## src/rtl/msg_irq_pkg.sv

```systemverilog
package msg_irq_pkg;

    localparam int BYTE_W    = 8;
    localparam int MSG_BYTES = 4;
    localparam int MSG_W     = BYTE_W * MSG_BYTES;
    localparam int REG_AW    = 3;
    localparam int IDX_W     = $clog2(MSG_BYTES);

    // register decode points that the host sequencer depends on
    localparam logic [REG_AW-1:0] RA_TX_LAST = 3'd3;
    localparam logic [REG_AW-1:0] RA_RX_DATA = 3'd4;
    localparam logic [REG_AW-1:0] RA_STATUS  = 3'd5;
    localparam logic [REG_AW-1:0] RA_OWN     = 3'd6;

    typedef enum logic [1:0] {
        TX_IDLE,
        TX_REQ,
        TX_ADR,
        TX_DAT
    } tx_state_e;

    typedef enum logic {
        RX_IDLE,
        RX_DATA
    } rx_state_e;

    typedef struct packed {
        logic [MSG_BYTES-1:0][BYTE_W-1:0] tx;
        logic [BYTE_W-1:0]                own;
        logic [BYTE_W-1:0]                rdata;
        logic [IDX_W-1:0]                 ridx;
        logic                             ovf;
        logic                             done;
    } host_state_t;

    typedef struct packed {
        tx_state_e tx;
        rx_state_e rx;
    } eng_state_t;

endpackage

```

## src/rtl/mic_rx_queue.sv

```systemverilog
module mic_rx_queue #(
    parameter int DEPTH = 4,
    parameter int WIDTH = 32,
    localparam int PTR_W = (DEPTH > 1) ? $clog2(DEPTH) : 1,
    localparam int CNT_W = $clog2(DEPTH + 1)
) (
    input  logic             clk,
    input  logic             rst_n,
    input  logic             push,
    input  logic [WIDTH-1:0] push_data,
    input  logic             pop,
    output logic [WIDTH-1:0] head,
    output logic [CNT_W-1:0] count,
    output logic             full
);

    typedef struct packed {
        logic [DEPTH-1:0][WIDTH-1:0] mem;
        logic [PTR_W-1:0]            wr;
        logic [PTR_W-1:0]            rd;
        logic [CNT_W-1:0]            cnt;
    } q_state_t;

    q_state_t q_q, q_d;
    logic     push_ok;
    logic     pop_ok;

    function automatic logic [PTR_W-1:0] ptr_next(input logic [PTR_W-1:0] p);
        return (p == PTR_W'(DEPTH - 1)) ? '0 : p + PTR_W'(1);
    endfunction

    always_comb begin
        q_d     = q_q;
        push_ok = push && (q_q.cnt != CNT_W'(DEPTH));
        pop_ok  = pop && (q_q.cnt != '0);
        if (push_ok) begin
            q_d.mem[q_q.wr] = push_data;
            q_d.wr          = ptr_next(q_q.wr);
        end
        if (pop_ok) begin
            q_d.rd = ptr_next(q_q.rd);
        end
        case ({push_ok, pop_ok})
            2'b10:   q_d.cnt = q_q.cnt + CNT_W'(1);
            2'b01:   q_d.cnt = q_q.cnt - CNT_W'(1);
            default: q_d.cnt = q_q.cnt;
        endcase
    end

    always_ff @(posedge clk) begin
        if (!rst_n) begin
            q_q <= '0;
        end else begin
            q_q <= q_d;
        end
    end

    assign head  = q_q.mem[q_q.rd];
    assign count = q_q.cnt;
    assign full  = (q_q.cnt == CNT_W'(DEPTH));

endmodule

```

## src/rtl/mic_host_port.sv

```systemverilog
module mic_host_port
    import msg_irq_pkg::*;
#(
    parameter int CNT_W = 3
) (
    input  logic                  clk,
    input  logic                  rst_n,
    input  logic                  cs_n,
    input  logic                  wr_n,
    input  logic                  rd_n,
    input  logic [REG_AW-1:0]     reg_addr,
    input  logic [BYTE_W-1:0]     wdata,
    input  logic                  tx_busy,
    input  logic [CNT_W-1:0]      q_count,
    input  logic [MSG_W-1:0]      q_head,
    input  logic                  ovf_set,
    output logic [BYTE_W-1:0]     rdata,
    output logic                  wait_n,
    output logic [MSG_W-1:0]      tx_msg,
    output logic                  tx_launch,
    output logic [BYTE_W-1:0]     own_addr,
    output logic                  q_pop
);

    host_state_t q_q, q_d;

    logic              active;
    logic              is_wr;
    logic              stall;
    logic              fire;
    logic [BYTE_W-1:0] status;

    always_comb begin
        status                = '0;
        status[CNT_W-1:0]     = q_count;
        status[CNT_W]         = tx_busy;
        status[CNT_W+1]       = q_q.ovf;
    end

    always_comb begin
        q_d       = q_q;
        tx_launch = 1'b0;
        q_pop     = 1'b0;

        active = !cs_n && (!wr_n || !rd_n);
        is_wr  = !wr_n;
        stall  = is_wr && (reg_addr <= RA_TX_LAST) && tx_busy;
        fire   = active && !q_q.done && !stall;

        q_d.done = active && (q_q.done || fire);

        if (fire && is_wr) begin
            if (reg_addr <= RA_TX_LAST) begin
                q_d.tx[reg_addr[IDX_W-1:0]] = wdata;
                tx_launch = (reg_addr == RA_TX_LAST);
            end else if (reg_addr == RA_OWN) begin
                q_d.own = wdata;
            end
        end

        if (fire && !is_wr) begin
            if (reg_addr <= RA_TX_LAST) begin
                q_d.rdata = q_q.tx[reg_addr[IDX_W-1:0]];
            end else if (reg_addr == RA_RX_DATA) begin
                if (q_count != '0) begin
                    q_d.rdata = q_head[int'(q_q.ridx) * BYTE_W +: BYTE_W];
                    if (q_q.ridx == IDX_W'(MSG_BYTES - 1)) begin
                        q_d.ridx = '0;
                        q_pop    = 1'b1;
                    end else begin
                        q_d.ridx = q_q.ridx + IDX_W'(1);
                    end
                end else begin
                    q_d.rdata = '0;
                end
            end else if (reg_addr == RA_STATUS) begin
                q_d.rdata = status;
                q_d.ovf   = 1'b0;
            end else if (reg_addr == RA_OWN) begin
                q_d.rdata = q_q.own;
            end else begin
                q_d.rdata = '0;
            end
        end

        // a loss in the same cycle as the clearing read must survive
        if (ovf_set) begin
            q_d.ovf = 1'b1;
        end
    end

    always_ff @(posedge clk) begin
        if (!rst_n) begin
            q_q <= '0;
        end else begin
            q_q <= q_d;
        end
    end

    assign rdata    = q_q.rdata;
    assign wait_n   = !(active && !q_q.done);
    assign tx_msg   = q_q.tx;
    assign own_addr = q_q.own;

endmodule

```

## src/rtl/mic_bus_engine.sv

```systemverilog
module mic_bus_engine
    import msg_irq_pkg::*;
(
    input  logic              clk,
    input  logic              rst_n,
    input  logic              tx_launch,
    input  logic [MSG_W-1:0]  tx_msg,
    input  logic [BYTE_W-1:0] own_addr,
    input  logic              q_full,
    input  logic [MSG_W-1:0]  ad_in,
    input  logic              adr_strb_in,
    input  logic              dat_strb_in,
    input  logic              bus_gnt,
    input  logic              bus_rdy,
    output logic              bus_req,
    output logic              bus_sel,
    output logic [MSG_W-1:0]  ad_out,
    output logic              ad_oe,
    output logic              adr_strb_out,
    output logic              dat_strb_out,
    output logic              tx_busy,
    output logic              q_push,
    output logic [MSG_W-1:0]  push_data,
    output logic              ovf_set
);

    localparam int PAD_W = MSG_W - BYTE_W;

    eng_state_t q_q, q_d;
    logic       addr_hit;

    always_comb begin
        q_d      = q_q;
        q_push   = 1'b0;
        ovf_set  = 1'b0;
        addr_hit = adr_strb_in && (ad_in == {{PAD_W{1'b0}}, own_addr});

        case (q_q.tx)
            TX_IDLE: if (tx_launch) q_d.tx = TX_REQ;
            TX_REQ:  if (bus_gnt)   q_d.tx = TX_ADR;
            TX_ADR:                 q_d.tx = TX_DAT;
            TX_DAT:  if (bus_rdy)   q_d.tx = TX_IDLE;
            default:                q_d.tx = TX_IDLE;
        endcase

        case (q_q.rx)
            RX_IDLE: begin
                if (addr_hit) begin
                    if (q_full) begin
                        ovf_set = 1'b1;
                    end else begin
                        q_d.rx = RX_DATA;
                    end
                end
            end
            RX_DATA: begin
                if (dat_strb_in) begin
                    q_push = 1'b1;
                    q_d.rx = RX_IDLE;
                end
            end
            default: q_d.rx = RX_IDLE;
        endcase
    end

    always_ff @(posedge clk) begin
        if (!rst_n) begin
            q_q <= '{tx: TX_IDLE, rx: RX_IDLE};
        end else begin
            q_q <= q_d;
        end
    end

    always_comb begin
        ad_out = '0;
        case (q_q.tx)
            TX_ADR:  ad_out = {{PAD_W{1'b0}}, tx_msg[2*BYTE_W-1:BYTE_W]};
            TX_DAT:  ad_out = tx_msg;
            default: ad_out = '0;
        endcase
    end

    assign tx_busy      = (q_q.tx != TX_IDLE);
    assign bus_req      = (q_q.tx != TX_IDLE);
    assign ad_oe        = (q_q.tx == TX_ADR) || (q_q.tx == TX_DAT);
    assign adr_strb_out = (q_q.tx == TX_ADR);
    assign dat_strb_out = (q_q.tx == TX_DAT);
    assign bus_sel      = (q_q.rx == RX_DATA);
    assign push_data    = ad_in;

endmodule

```

## src/rtl/msg_irq_ctrl.sv

```systemverilog
module msg_irq_ctrl
    import msg_irq_pkg::*;
#(
    parameter int QDEPTH = 4,
    localparam int CNT_W = $clog2(QDEPTH + 1)
) (
    input  logic              clk,
    input  logic              rst_n,
    input  logic              cs_n,
    input  logic              wr_n,
    input  logic              rd_n,
    input  logic [2:0]        reg_addr,
    input  logic [7:0]        wdata,
    output logic [7:0]        rdata,
    output logic              wait_n,
    output logic              msg_irq,
    output logic              bus_req,
    input  logic              bus_gnt,
    input  logic              bus_rdy,
    output logic              bus_sel,
    input  logic [31:0]       ad_in,
    input  logic              adr_strb_in,
    input  logic              dat_strb_in,
    output logic [31:0]       ad_out,
    output logic              ad_oe,
    output logic              adr_strb_out,
    output logic              dat_strb_out
);

    logic [MSG_W-1:0]  tx_msg;
    logic              tx_launch;
    logic [BYTE_W-1:0] own_addr;
    logic              q_pop;
    logic              q_push;
    logic [MSG_W-1:0]  push_data;
    logic              q_full;
    logic [CNT_W-1:0]  q_count;
    logic [MSG_W-1:0]  q_head;
    logic              ovf_set;
    logic              tx_busy;

    mic_host_port #(.CNT_W(CNT_W)) u_host (
        .clk       (clk),
        .rst_n     (rst_n),
        .cs_n      (cs_n),
        .wr_n      (wr_n),
        .rd_n      (rd_n),
        .reg_addr  (reg_addr),
        .wdata     (wdata),
        .tx_busy   (tx_busy),
        .q_count   (q_count),
        .q_head    (q_head),
        .ovf_set   (ovf_set),
        .rdata     (rdata),
        .wait_n    (wait_n),
        .tx_msg    (tx_msg),
        .tx_launch (tx_launch),
        .own_addr  (own_addr),
        .q_pop     (q_pop)
    );

    mic_bus_engine u_eng (
        .clk          (clk),
        .rst_n        (rst_n),
        .tx_launch    (tx_launch),
        .tx_msg       (tx_msg),
        .own_addr     (own_addr),
        .q_full       (q_full),
        .ad_in        (ad_in),
        .adr_strb_in  (adr_strb_in),
        .dat_strb_in  (dat_strb_in),
        .bus_gnt      (bus_gnt),
        .bus_rdy      (bus_rdy),
        .bus_req      (bus_req),
        .bus_sel      (bus_sel),
        .ad_out       (ad_out),
        .ad_oe        (ad_oe),
        .adr_strb_out (adr_strb_out),
        .dat_strb_out (dat_strb_out),
        .tx_busy      (tx_busy),
        .q_push       (q_push),
        .push_data    (push_data),
        .ovf_set      (ovf_set)
    );

    mic_rx_queue #(.DEPTH(QDEPTH), .WIDTH(MSG_W)) u_queue (
        .clk       (clk),
        .rst_n     (rst_n),
        .push      (q_push),
        .push_data (push_data),
        .pop       (q_pop),
        .head      (q_head),
        .count     (q_count),
        .full      (q_full)
    );

    assign msg_irq = (q_count != '0);

endmodule

```

## config.mk

```make
export PLATFORM = sky130hd
export DESIGN_NAME = msg_irq_ctrl
export DESIGN_NICKNAME = d
export VERILOG_FILES = /design/src/rtl/msg_irq_pkg.sv /design/src/rtl/mic_rx_queue.sv /design/src/rtl/mic_host_port.sv /design/src/rtl/mic_bus_engine.sv /design/src/rtl/msg_irq_ctrl.sv
export SDC_FILE = /design/constraint.sdc
export NUM_CORES = 1
export LEC_CHECK = 0
export ABC_CLOCK_PERIOD_IN_PS = 8100
export BUFFER_PORTS_ARGS = -buffer_cell sky130_fd_sc_hd__buf_2
export CELL_PAD_IN_SITES_DETAIL_PLACEMENT = 1
export CELL_PAD_IN_SITES_GLOBAL_PLACEMENT = 1
export CORE_MARGIN = 2
export CORE_UTILIZATION = 51
export DETAILED_ROUTE_END_ITERATION = 10
export PLACE_DENSITY_LB_ADDON = 0.1
export SLEW_MARGIN = 20
export SYNTH_ARGS = -nofsm -noshare
export SYNTH_HDL_FRONTEND = slang
export SYNTH_HIERARCHICAL = 1
export SYNTH_SLANG_ARGS = --single-unit
```

## constraint.sdc

```tcl
create_clock -name clk -period 8.1 [get_ports clk]
set_input_delay 1.215 -clock clk [delete_from_list [all_inputs] [get_ports clk]]
set_output_delay 1.215 -clock clk [all_outputs]
set_load 0.01 [all_outputs]
```

==> results by stage, run 1 <==
Synthesis:
- The post-synthesis net count is 1008.
- The synthesized design contains 0 enable-type register cells.
- Ranked by total cell area, the synthesized netlist is headed by sky130_fd_sc_hd__dfxtp_1 (39%), sky130_fd_sc_hd__mux2i_1 (17%), sky130_fd_sc_hd__mux4_2 (11%).
- For this run, the number of Yosys warnings is 6.
- After synthesis, flip-flops and latches occupy 38.9% of the total area.
- The area share of the leading cell type in the synthesized netlist is 38.9%.
- In this run, distinct cell masters in the synthesized netlist total 50.
- Each instance of the synthesized netlist takes up on average 10.4 um2.
- The post-synth design cell area is 9790 um2.
- The largest total area in the synthesized netlist belongs to sky130_fd_sc_hd__dfxtp_1.
- Ranked by instance count, the synthesized netlist is headed by sky130_fd_sc_hd__dfxtp_1 (190), sky130_fd_sc_hd__nand2_1 (170), sky130_fd_sc_hd__mux2i_1 (169), sky130_fd_sc_hd__buf_4 (84), sky130_fd_sc_hd__mux4_2 (48).
- In the synthesized netlist the async set-or-reset flop fraction comes to 0%.
- For this run, the leading register cell type out of synthesis is sky130_fd_sc_hd__dfxtp_1.
- The cell with the most instances after synthesis is sky130_fd_sc_hd__dfxtp_1.
- The post-synthesis register bit count is 190.
- The synthesized instance count is 943.

Pwr:
- For this design the static power due to leakage is 3.69 nW.
- In this run the power density over the cells is 193 nW/um2.
- The worst ir drop on vdd is 0.000139 V.

Worst setup path:
- The largest driver fanout on the critical path is 13.
- At the worst endpoint, the arrival time is 4170 ps.
- The worst setup path is launched from an input port.
- The data required time of the critical path is 8440 ps.
- The setup slack on the worst flop-to-flop path is 4780 ps.
- The worst setup path is captured at a flop.
- The critical path is of the in -> reg type.

Finish:
- The repair_antennas step left the layout with diodes totalling 0.
- The share of the core filled with cells in the final layout is 54.7%.
- The finished cells cover 10300 um2.
- The net total in the final layout is 983.
- The fraction of layout cells with a size suffix above 1 is 21.6%.
- The synthesis-to-finish area growth is 4.82%.
- The number of filler cells placed in the layout is 2024.

GRT:
- The first global-routing pass estimated 39300 um of wire.
- The layer carrying the most global-route usage is met2.
- The initial antenna violation count was 2.
- The via count of the first global-routing pass is 7105.
- For met2 alone, demand over resource in global routing was 45.3%.
- Global routing finished with a remaining overflow of 0.
- The fraction of met3 tracks used by global routing is 5.28%.
- The largest net degree at the start of global routing is 143.
- Global routing consumed, on the met1 layer, 29.8% of the routing resources.
- Global routing used 25.1% of the available tracks.

Clock network:
- Once the clock tree was built, the resizer swapped 0 gates to a different size.
- The buffers inserted during post-CTS setup optimization is 0.
- The tree built by TritonCTS fans out to 190 sinks.
- The clock tree from TritonCTS is built.
- The number of CTS-inserted buffers is 17.
- The number of buffers between clock root and the deepest sink is 2.
- The CTS H-tree depth is 4.
- The worst-skew pair later-pin latency is 430 ps.
- The tree is rooted in a sky130_fd_sc_hd__clkbuf_16.
- The number of hold-repair buffers added at the cts stage is 0.
- The clock edge transition at the registers on the reported setup and hold paths is 70 ps.

STA:
- The count of endpoints failing hold in the final timing report came to 0.
- The worst path uses 47.2% of the clock period.
- The slew at the pin with the worst max-slew slack is 995 ps.
- The final total negative setup slack is 0 ps.
- Setup repair after global routing left no endpoint under its margin.
- The worst setup skew after layout is 8.45 ps.
- Derived from the worst setup path, the maximum achievable clock frequency is 261 MHz.
- The relative slew slack is 33.7%.
- The final max-slew violation count was 0.
- The final setup violation count is 0.
- Once routing completed, OpenROAD measured the worst setup slack at 4280 ps.
- The shortest period the worst path allows is 3820 ps.

Run:
- The reported max-cap violation count is 0.

Detailed routing:
- The average detailed-routed wire length per instance is 21.2 um.
- For this block, the initial DRC count from the detailed router was 283.
- The via count normalized by instance count is 5.73.
- The routed layout has 6677 vias.
- The detailed-route DRC error count is 0.
- Once detail routing completed, the nets flagged for antenna violations numbered 0.
- The final wirelength is 24700 um.
- The first detailed-routing pass took 5 iterations.

Placed design:
- The pre-CTS worst setup slack is 3890 ps.
- Routability-driven placement finished with a final weighted congestion of 0.775.
- The detailed placement HPWL is 17100 um.
- Input and output buffers added on the ports amount to 98.
- The placed standard-cell area is 9640 um2.

Die:
- The initial core utilization is 52.2%.
- The vertical extent of the die is 143 um.
- The floorplan die width is 143 um.
- The overall die area is 20300 um2.
- The placement row count is 50.
- The core area is 18800 um2.
- The top-level I/O count is 99.

Hold path:
- The worst hold-check path type is reg -> reg.

Run status:
- The flow ran to the end, and the final reports show no timing, DRC or antenna violations.
==> kinds of logic after synthesis <==
kind of cell | count (synthesis) | synth area share [%]
muxes | 217 | 28.3
AOI/OAI and AO/OA | 45 | 3.64
buffers and inverters | 164 | 10.9
adders and majority gates | 13 | 1.74
xor gates and xnor gates | 10 | 0.895
DFF | 190 | 38.9
and+or+nand+nor | 304 | 15.7
==> critical path: stages <==
cell and delay (ps):
sky130_fd_sc_hd__buf_2 240, sky130_fd_sc_hd__nor4b_2 870, sky130_fd_sc_hd__and3_1 260, sky130_fd_sc_hd__o31ai_1 140
sky130_fd_sc_hd__inv_1 90, sky130_fd_sc_hd__ha_1 180, sky130_fd_sc_hd__inv_1 70, sky130_fd_sc_hd__fa_1 400
sky130_fd_sc_hd__xor2_1 170, sky130_fd_sc_hd__or3_1 310, sky130_fd_sc_hd__a21boi_0 200
==> where the power goes <==
group / total, mW / switching [mW] / internal, mW
clock network: 0.886 / 0.384 / 0.502
registers: 0.951 / 0.00844 / 0.942
logic: 0.139 / 0.0894 / 0.0501
==> final timing paths <==
check | startpoint | to | depth (start not counted)
max | reg_addr[0] | u_queue/count[2] | 11
min | u_queue/q_q[73] | u_queue/q_q[73] | 2
max reg2reg | u_queue/count[0] | u_queue/count[2] | 11
min reg2reg | u_queue/q_q[73] | u_queue/q_q[73] | 2
==> sequential cells by signal, indices dropped and copies added, names as in the netlist <==
name	flops
u_queue/q_q	132
u_host/tx_msg	32
u_host/own_addr	8
u_host/rdata	8
u_host/q_q	4
u_queue/count	3
u_eng/q_q	2
u_eng/bus_sel	1
==> final cells by class <==
cell class / count / area (um2) / share of cell area [%]
well taps: 234 / 293 / 2.85
clock inverters: 14 / 183 / 1.78
clock buffers: 18 / 439 / 4.28
repair buffers: 105 / 549 / 5.35
multi-input cells: 589 / 4940 / 48.1
flip-flops and latches: 190 / 3800 / 37.1
inverters: 15 / 56.3 / 0.549
==> layout by cell type (no fill, tap or decap), types with 3 or more instances in the layout <==
master                        n
sky130_fd_sc_hd__a211oi_1     5
sky130_fd_sc_hd__buf_2       97
sky130_fd_sc_hd__mux2i_1    169
sky130_fd_sc_hd__ha_1        12
sky130_fd_sc_hd__bufinv_16    3
sky130_fd_sc_hd__xnor2_1      9
sky130_fd_sc_hd__inv_6        3
sky130_fd_sc_hd__mux4_2      48
sky130_fd_sc_hd__buf_4        7
sky130_fd_sc_hd__nand2_1    170
sky130_fd_sc_hd__and2_1      29
sky130_fd_sc_hd__nor2_1      13
sky130_fd_sc_hd__nor4_1       3
sky130_fd_sc_hd__nor2b_1     45
sky130_fd_sc_hd__or3_1        3
sky130_fd_sc_hd__and3_4       4
sky130_fd_sc_hd__and3_1       3
sky130_fd_sc_hd__nand3_1      4
sky130_fd_sc_hd__o21ai_0      4
sky130_fd_sc_hd__clkbuf_16   17
sky130_fd_sc_hd__nor4_2       4
sky130_fd_sc_hd__nor3_1       3
sky130_fd_sc_hd__a22o_1      14
sky130_fd_sc_hd__nor3b_1      3
sky130_fd_sc_hd__nand4_1      5
sky130_fd_sc_hd__a221oi_1     3
sky130_fd_sc_hd__clkinv_4     3
sky130_fd_sc_hd__a21boi_0     3
sky130_fd_sc_hd__dfxtp_1    189
sky130_fd_sc_hd__o221ai_1     8
sky130_fd_sc_hd__inv_1       14
==> stage by stage <==
stage	power, mW	std cells	hold slack (ps)
after CTS	1.99	1165	461
after floorplan	1.08	943	432
after detailed placement	1.11	1133	448
final	1.98	1165	460
after global routing	2.05	1165	479
after global placement	1.10	1133	439
==> routing by layer <==
layer  vias up  part of all wire (%)
li1       3133                     -
met1      3351                    42
met2       155                    51
met3        36                   4.7
met4         2                   2.1
met5         -                 0.053
(Power assumes the default switching activity.)
==> inputs of run 2 (changes only) <==
--- a/config.mk
+++ b/config.mk
@@ -5,12 +5,12 @@
 export SDC_FILE = /design/constraint.sdc
 export NUM_CORES = 1
 export LEC_CHECK = 0
-export ABC_CLOCK_PERIOD_IN_PS = 8100
+export ABC_CLOCK_PERIOD_IN_PS = 3800
 export BUFFER_PORTS_ARGS = -buffer_cell sky130_fd_sc_hd__buf_2
 export CELL_PAD_IN_SITES_DETAIL_PLACEMENT = 1
 export CELL_PAD_IN_SITES_GLOBAL_PLACEMENT = 1
 export CORE_MARGIN = 2
-export CORE_UTILIZATION = 51
+export CORE_UTILIZATION = 47
 export DETAILED_ROUTE_END_ITERATION = 10
 export PLACE_DENSITY_LB_ADDON = 0.1
 export SLEW_MARGIN = 20
==> constraint.sdc (replaced) <==
create_clock -name clk -period 3.8 [get_ports clk]
set_input_delay 0.57 -clock clk [delete_from_list [all_inputs] [get_ports clk]]
set_output_delay 0.57 -clock clk [all_outputs]
set_load 0.01 [all_outputs]
==> run 2 against run 1 <==
Effect of this change:
- cell count rose by 3.7%
- register-to-register slack got worse by 3700 ps
- global-route usage shrank 1.7 points
- wire length grew 1.9%
- non-clock buffer count rose by 7
- critical path depth rose by 1
- flip-flop and latch count is the same
- clock power rose by 100%
- design area up 0.76%
- utilization fell by 3.9 points
==> results by stage, run 2 (same netlist as run 1, synthesis figures left out) <==
Run status:
- The flow ran to the end, and the final reports show no timing, DRC or antenna violations.

Clock network:
- The clock edge transition at the registers on the reported setup and hold paths is 70 ps (about the same).
- The buffers inserted during post-CTS setup optimization is 0 (unchanged).
- The number of CTS-inserted buffers was 17 (unchanged).
- The worst-skew pair later-pin latency came to 430 ps (about the same).
- The number of buffers between clock root and the deepest sink is 2 (unchanged).
- The post-cts sizing count was 0 (unchanged).
- The number of hold-repair buffers added at the cts stage came to 0 (unchanged).
- The clock net sink count is 190 (unchanged).
- The CTS H-tree depth is 4 (unchanged).
- TritonCTS built the clock tree.
- The CTS root buffer is sky130_fd_sc_hd__clkbuf_16.

Die:
- The top-level I/O count is 99 (unchanged).
- The core area is 20400 um2 (+8.5%).
- The vertical extent of the die was 148 um (+4.1%).
- The overall die area is 22000 um2 (+8.3%).
- The placement row count was 52 (+4.0%).
- The floorplan die width is 148 um (+4.1%).
- The initial core utilization is 48.1% (-4.1 points).

Worst setup path:
- The data required time of the critical path is 4150 ps (-4290 ps).
- The end of the worst register-to-register path is u_queue/count[2].
- Walking the worst path, the cells encountered are nor3_1, nor4b_2, buf_4, and3_1, o31ai_1, inv_1, ha_1, inv_1, fa_1, xor2_1, or3_1, a21boi_0.
- The critical path is of the reg -> reg type.
- The setup slack on the worst flop-to-flop path was 1050 ps (-3730 ps).
- The slowest stage of the critical path belongs to the cell sky130_fd_sc_hd__dfxtp_1.
- The largest driver fanout on the critical path was 13 (unchanged).
- The length in cells of the worst reg-to-reg path is 12 (+1).
- The kind of cell adding the most delay to the critical path is simple AND/OR/NAND/NOR gates.
- The element type at the critical path end is a flop.
- The total buffers and inverters traversed by the critical path is 3 (unchanged).
- The data arrival time of the critical path is 3100 ps (-1070 ps).
- The maximum single-stage delay on the critical path is 470 ps (-400 ps).
- The reg-to-reg startpoint is u_queue/count[0].
- By instance count, the cell type seen most on the critical path is sky130_fd_sc_hd__inv_1.
- The element type at the critical path start is a flop.

STA:
- The final setup violation count is 0 (unchanged).
- The relative slew slack is 33.5% (-0.15 points).
- Subtracting the final worst setup slack from the clock period gives 2750 ps.
- Setup repair after global routing left no endpoint under its margin.
- The slew at the pin with the worst max-slew slack is 997 ps (+2.32 ps).
- The final total negative setup slack is 0 ps (unchanged).
- The final hold slack is 368 ps (-92.1 ps).
- The count of endpoints failing hold in the final timing report is 0 (unchanged).
- The final max-slew violation count is 0 (unchanged).
- The share of the clock period used by the worst path is 72.4%.
- The fmax is 364 MHz.
- The worst setup skew after layout came to 13.5 ps (+5.10 ps).

Pwr:
- The leakage power is 3.70 nW (+0.34%).
- The total power density per cell area is 397 nW/um2 (+110%).
- The worst ir drop on vdd was 0.000304 V (+120%).

Hold path:
- The source of the worst hold timing path is cs_n.
- In this run the worst hold path is classified as in -> reg.
- The hold path depth came to 2 (unchanged).
- For hold timing, the worst endpoint is u_host/q_q[0].

Finish:
- The net total in the final layout is 990 (+0.71%).
- The area of combinational cells with multiple inputs is 4940 um2 (unchanged).
- The number of flip-flops in the largest register is 132 (unchanged).
- The number of filler cells placed in the layout is 2273 (+12%).
- From synthesis to final layout, the design area changed by 5.61%.
- The sequential cell area is 3800 um2 (unchanged).
- The top cell types in the final layout, fill and taps aside, are sky130_fd_sc_hd__dfxtp_1 (189), sky130_fd_sc_hd__nand2_1 (170), sky130_fd_sc_hd__mux2i_1 (169).
- The most common library cell in the layout ignoring fill and taps is sky130_fd_sc_hd__dfxtp_1.
- The number of antenna diodes is 0 (unchanged).
- The register with the most flip-flops in the final layout is u_queue/q_q.
- The fraction of layout cells with a size suffix above 1 is 22.1% (+0.48 points).

GRT:
- The overall fraction of global-route tracks in use is 23.4% (-1.7 points).
- The initial antenna violation count was 1 (-1).
- The largest net degree at the start of global routing is 85 (-41%).
- The wire length of the first global-routing pass was 40100 um (+2.0%).
- The remaining global-route overflow is 0 (unchanged).
- The via count of the first global-routing pass is 7168 (+0.89%).

Detailed routing:
- The remaining number of nets flagged by the antenna check after routing came to 0 (unchanged).
- The via count is 6684 (+0.10%).
- The via count normalized by instance count is 5.53 (-3.5%).
- The violation count after the first detailed-routing iteration is 233 (-18%).
- The detailed-router iteration count before antenna repair is 4 (-1).
- The average detailed-routed wire length per instance is 20.8 um (-1.8%).
- The final wirelength is 25200 um (+1.9%).
- The detailed-route DRC error count is 0 (unchanged).

Placed design:
- The detailed placement HPWL is 17700 um (+3.7%).
- The routability-driven placement congestion ratio is 0.765 (-1.3%).
- The count of buffers inserted at the top-level ports is 98 (unchanged).

Run:
- The reported max-cap violation count is 0 (unchanged).
## run 2: worst max path at each step
stage	from	endpoint	slack, ps	cells past startpoint
3_3_place_gp	reg_addr[0]	u_queue/count[2]	840	12
6_report	u_queue/count[0]	u_queue/count[2]	1050	12
5_1_grt	u_queue/count[0]	u_queue/count[2]	880	12
2_1_floorplan	reg_addr[1]	u_queue/count[2]	690	12
4_1_cts	u_queue/count[0]	u_queue/count[2]	1030	12
3_5_place_dp	reg_addr[0]	u_queue/count[2]	720	12
## run 2: through the flow
step	setup slack, ps	power [mW]	area [um2]	cells	util (%)
after floorplan	692	2.30	9790	943	-
after global placement	840	2.36	9760	1176	47.9
after detailed placement	715	2.38	9760	1176	47.9
after CTS	1030	4.15	10300	1208	50.8
after global routing	879	4.26	10300	1208	50.8
final	1050	4.10	10300	1208	50.8
## run 2: layer usage
layer / GRT usage [%] / part of all wire, % / vias up
met5: 0 / 0.052 / -
met4: 7.76 / 2.3 / 2
met3: 4.20 / 4.3 / 34
met2: 41.9 / 51 / 146
met1: 28.6 / 43 / 3351
li1: - / - / 3151
## run 2: worst register-to-register path: stages, from the launching register on
cell and delay (ps):
sky130_fd_sc_hd__dfxtp_1 470, sky130_fd_sc_hd__nor3_1 110, sky130_fd_sc_hd__nor4b_2 210, sky130_fd_sc_hd__buf_4 220
sky130_fd_sc_hd__and3_1 180, sky130_fd_sc_hd__o31ai_1 130, sky130_fd_sc_hd__inv_1 90, sky130_fd_sc_hd__ha_1 170
sky130_fd_sc_hd__inv_1 60, sky130_fd_sc_hd__fa_1 380, sky130_fd_sc_hd__xor2_1 160, sky130_fd_sc_hd__or3_1 300
sky130_fd_sc_hd__a21boi_0 190
## run 2: cell type report
type,instances,share of cell area [%]
tap,270,3.27
sequential,190,36.8
clock buffer,18,4.15
timing repair buffer,112,6.06
clock inverter,14,1.43
multi-input combinational,589,47.7
inverter,15,0.545
## run 2: report_power, final
part           total (mW)  internal (mW)  switching (mW)  leakage [nW]
clock network        1.77          0.930           0.839         0.274
logic               0.306          0.110           0.196          1.90
registers            2.03           2.01          0.0192          1.53
total                4.10           3.05            1.05          3.70
==> inputs of run 3 (changes only) <==
--- a/config.mk
+++ b/config.mk
@@ -5,7 +5,7 @@
 export SDC_FILE = /design/constraint.sdc
 export NUM_CORES = 1
 export LEC_CHECK = 0
-export ABC_CLOCK_PERIOD_IN_PS = 3800
+export ABC_CLOCK_PERIOD_IN_PS = 2800
 export BUFFER_PORTS_ARGS = -buffer_cell sky130_fd_sc_hd__buf_2
 export CELL_PAD_IN_SITES_DETAIL_PLACEMENT = 1
 export CELL_PAD_IN_SITES_GLOBAL_PLACEMENT = 1
==> constraint.sdc (replaced) <==
create_clock -name clk -period 2.8 [get_ports clk]
set_input_delay 0.42 -clock clk [delete_from_list [all_inputs] [get_ports clk]]
set_output_delay 0.42 -clock clk [all_outputs]
set_load 0.01 [all_outputs]
==> run 3 against run 2 <==
Effect of this change:
- total power up 42%
- flip-flop and latch count did not move
- register-to-register slack got worse by 810 ps
- clock-buffer cell count unchanged
- setup slack worse by 810 ps
- utilization rose by 0.57 points
- sequential power grew 35%
- combinational power is 36% higher
- highest routed layer is now met4
- first-iteration DRC count up 28%
- maximum frequency rose by 7.6%
- wire length up 0.58%
- worst hold slack got worse by 160 ps
==> results by stage, run 3 (same netlist as run 1, synthesis figures left out) <==
Finish:
- The net total in the final layout is 995 (+0.51%).
- The number of antenna diodes is 0 (unchanged).
- The fraction of layout cells with a size suffix above 1 is 22.7% (+0.63 points).
- The number of flip-flops in the largest register is 132 (unchanged).
- The synthesis-to-finish area growth is 6.79%.
- The library cells used most frequently in the layout, excluding fill and tap cells, are sky130_fd_sc_hd__dfxtp_1 (188), sky130_fd_sc_hd__nand2_1 (170), sky130_fd_sc_hd__mux2i_1 (169).
- The largest register by flop count is u_queue/q_q.
- The library cell used most frequently in the layout, excluding fill and tap cells, is sky130_fd_sc_hd__dfxtp_1.
- The share of the core filled with cells in the final layout is 51.3% (+0.57 points).

Die:
- The core area is 20400 um2 (unchanged).
- The vertical extent of the die is 148 um (unchanged).
- The placement row count was 52 (unchanged).
- The overall die area is 22000 um2 (unchanged).
- The initial core utilization is 48.1% (unchanged).
- The top-level I/O count came to 99 (unchanged).
- The floorplan die width was 148 um (unchanged).

Hold path:
- The worst hold-check path type is in -> reg.

GRT:
- The initial antenna violation count was 0 (-1).
- The remaining global-route overflow is 0 (unchanged).
- The wire length of the first global-routing pass is 40400 um (+0.81%).
- The largest net degree at the start of global routing came to 85 (unchanged).
- The via count of the first global-routing pass is 7245 (+1.1%).
- The overall fraction of global-route tracks in use came to 23.7% (+0.27 points).

Detailed routing:
- The average detailed-routed wire length per instance is 20.9 um (+0.17%).
- The via count normalized by instance count came to 5.55 (+0.32%).
- The detailed-route DRC error count was 0 (unchanged).
- The detailed-router iteration count before antenna repair is 4 (unchanged).
- The via count is 6733 (+0.73%).
- The remaining number of nets flagged by the antenna check after routing came to 0 (unchanged).
- The violation count after the first detailed-routing iteration is 299 (+28%).
- The final wirelength is 25300 um (+0.58%).

Worst setup path:
- The maximum single-stage delay on the critical path is 430 ps (-40 ps).
- The startpoint-to-endpoint class of the critical path is reg -> reg.
- The cell type of the slowest stage on the worst timing path is sky130_fd_sc_hd__dfxtp_1.
- Traced cell by cell, the critical path runs through nor3_1, nor4b_2, and3_1, o31ai_1, inv_1, ha_1, inv_1, fa_1, xor2_1, or3_1, a21boi_0.
- Among cell families on the critical path, the largest total delay comes from simple AND/OR/NAND/NOR gates.
- The element type at the critical path end is a flop.
- The largest driver fanout on the critical path is 7 (-6).
- The most prevalent standard cell on the critical path is sky130_fd_sc_hd__inv_1.
- STA classifies the critical path startpoint as a flop.
- The data required time of the critical path was 3160 ps (-990 ps).
- The data arrival time of the critical path came to 2910 ps (-190 ps).
- The total buffers and inverters traversed by the critical path is 2 (-1).

Clock network:
- The buffers inserted during post-CTS setup optimization is 0 (unchanged).
- The clock net sink count is 190 (unchanged).
- The CTS root buffer is sky130_fd_sc_hd__clkbuf_16.
- The number of hold-repair buffers added at the cts stage came to 0 (unchanged).
- The CTS H-tree depth is 4 (unchanged).
- The clock edge transition at the registers on the reported setup and hold paths is 70 ps (about the same).
- The worst-skew pair later-pin latency is 440 ps (about the same).
- The number of CTS-inserted buffers is 17 (unchanged).
- The post-cts sizing count is 0 (unchanged).
- TritonCTS built the clock tree.
- The number of buffers between clock root and the deepest sink is 2 (unchanged).

Pwr:
- The worst ir drop on vdd is 0.000372 V (+22%).
- The total internal power is 4.42 mW (+45%).
- The net switching power of the design is 1.40 mW (+33%).
- The combinational share of power was 7.2% (-0.3 points).
- The portion of total power attributed to sequential cells is 47.3% (-2.1 points).
- The relative contribution of the clock network to total power is 45.5% (+2.4 points).
- The share of total power consumed by net switching came to 24.1% (-1.6 points).
- The total power density per cell area was 557 nW/um2 (+40%).
- The leakage power is 3.77 nW (+1.9%).

Placed design:
- The routability-driven placement congestion ratio was 0.742 (-3.0%).
- The count of buffers inserted at the top-level ports came to 98 (unchanged).
- The detailed placement HPWL was 18200 um (+2.5%).

STA:
- The share of the clock period used by the worst path is 91.3% (+19 points).
- The final total negative setup slack is 0 ps (unchanged).
- The count of endpoints failing hold in the final timing report is 0 (unchanged).
- The slew at the pin with the worst max-slew slack is 984 ps (-12.7 ps).
- The fmax came to 391 MHz (+7.6%).
- The relative slew slack is 34.4% (+0.85 points).
- The shortest period the worst path allows is 2560 ps (-193 ps).
- Setup repair after global routing left no endpoint under its margin.
- The final hold slack came to 208 ps (-160 ps).
- The final max-slew violation count is 0 (unchanged).
- The worst setup skew after layout is 12.3 ps (-1.20 ps).
- The final setup violation count is 0 (unchanged).

Run:
- The reported max-cap violation count came to 0 (unchanged).

Run status:
- The flow ran to the end, and the final reports show no timing, DRC or antenna violations.
## run 3: cell types whose count changed in the layout (fill, tap and decap cells not counted), sizes merged
| cell | before | now |
|---|---|---|
| buf | 112 | 117 |
| clkinvlp | 3 | 1 |
| bufinv | 1 | 4 |
| inv | 22 | 21 |
## run 3: power groups by stage
| stage | Clock [mW] | Combinational, mW | Sequential, mW |
|---|---|---|---|
| 4_1_cts | 2.70 | 0.425 | 2.75 |
| 2_1_floorplan | 0 | 0.314 | 2.81 |
| 3_5_place_dp | 0 | 0.423 | 2.81 |
| 5_1_grt | 2.80 | 0.463 | 2.75 |
| 6_report | 2.65 | 0.417 | 2.75 |
| 3_3_place_gp | 0 | 0.404 | 2.81 |
## run 3: final cells by class
class | instances | area [um2]
fillers | 2202 | 9910
multi-input cells | 589 | 4940
flip-flops and latches | 190 | 3810
repair buffers | 117 | 677
clock buffers | 18 | 439
well taps | 270 | 338
clock inverters | 14 | 201
inverters | 15 | 56.3
## run 3: worst paths after layout
kind / depth (start not counted) / slack [ps] / from / to
worst max-delay path: 11 / 240 / u_queue/count[1] / u_queue/count[2]
worst min-delay path: 2 / 210 / cs_n / u_host/q_q[0]
worst max register to register: 11 / 240 / u_queue/count[1] / u_queue/count[2]
worst min register to register: 2 / 460 / u_queue/q_q[34] / u_queue/q_q[34]
## run 3: stage by stage
| step | std cells | setup slack (ps) | cell area (um2) | total power [mW] |
|---|---|---|---|---|
| 2_1_floorplan | 943 | 6.31 | 9800 | 3.12 |
| 3_3_place_gp | 1181 | 281 | 9810 | 3.22 |
| 3_5_place_dp | 1181 | 133 | 9810 | 3.24 |
| 4_1_cts | 1213 | 219 | 10500 | 5.87 |
| 5_1_grt | 1213 | 10.0 | 10500 | 6.02 |
| 6_report | 1213 | 243 | 10500 | 5.82 |
## run 3: layer usage
metal / track usage, % / part of all wire, % / up-vias
met1: 28.9 / 44 / 3403
met2: 43.3 / 51 / 140
li1: - / - / 3156
met4: 7.48 / 1.9 / 0
met3: 3.22 / 3.1 / 34
met5: 0 / 0 / -
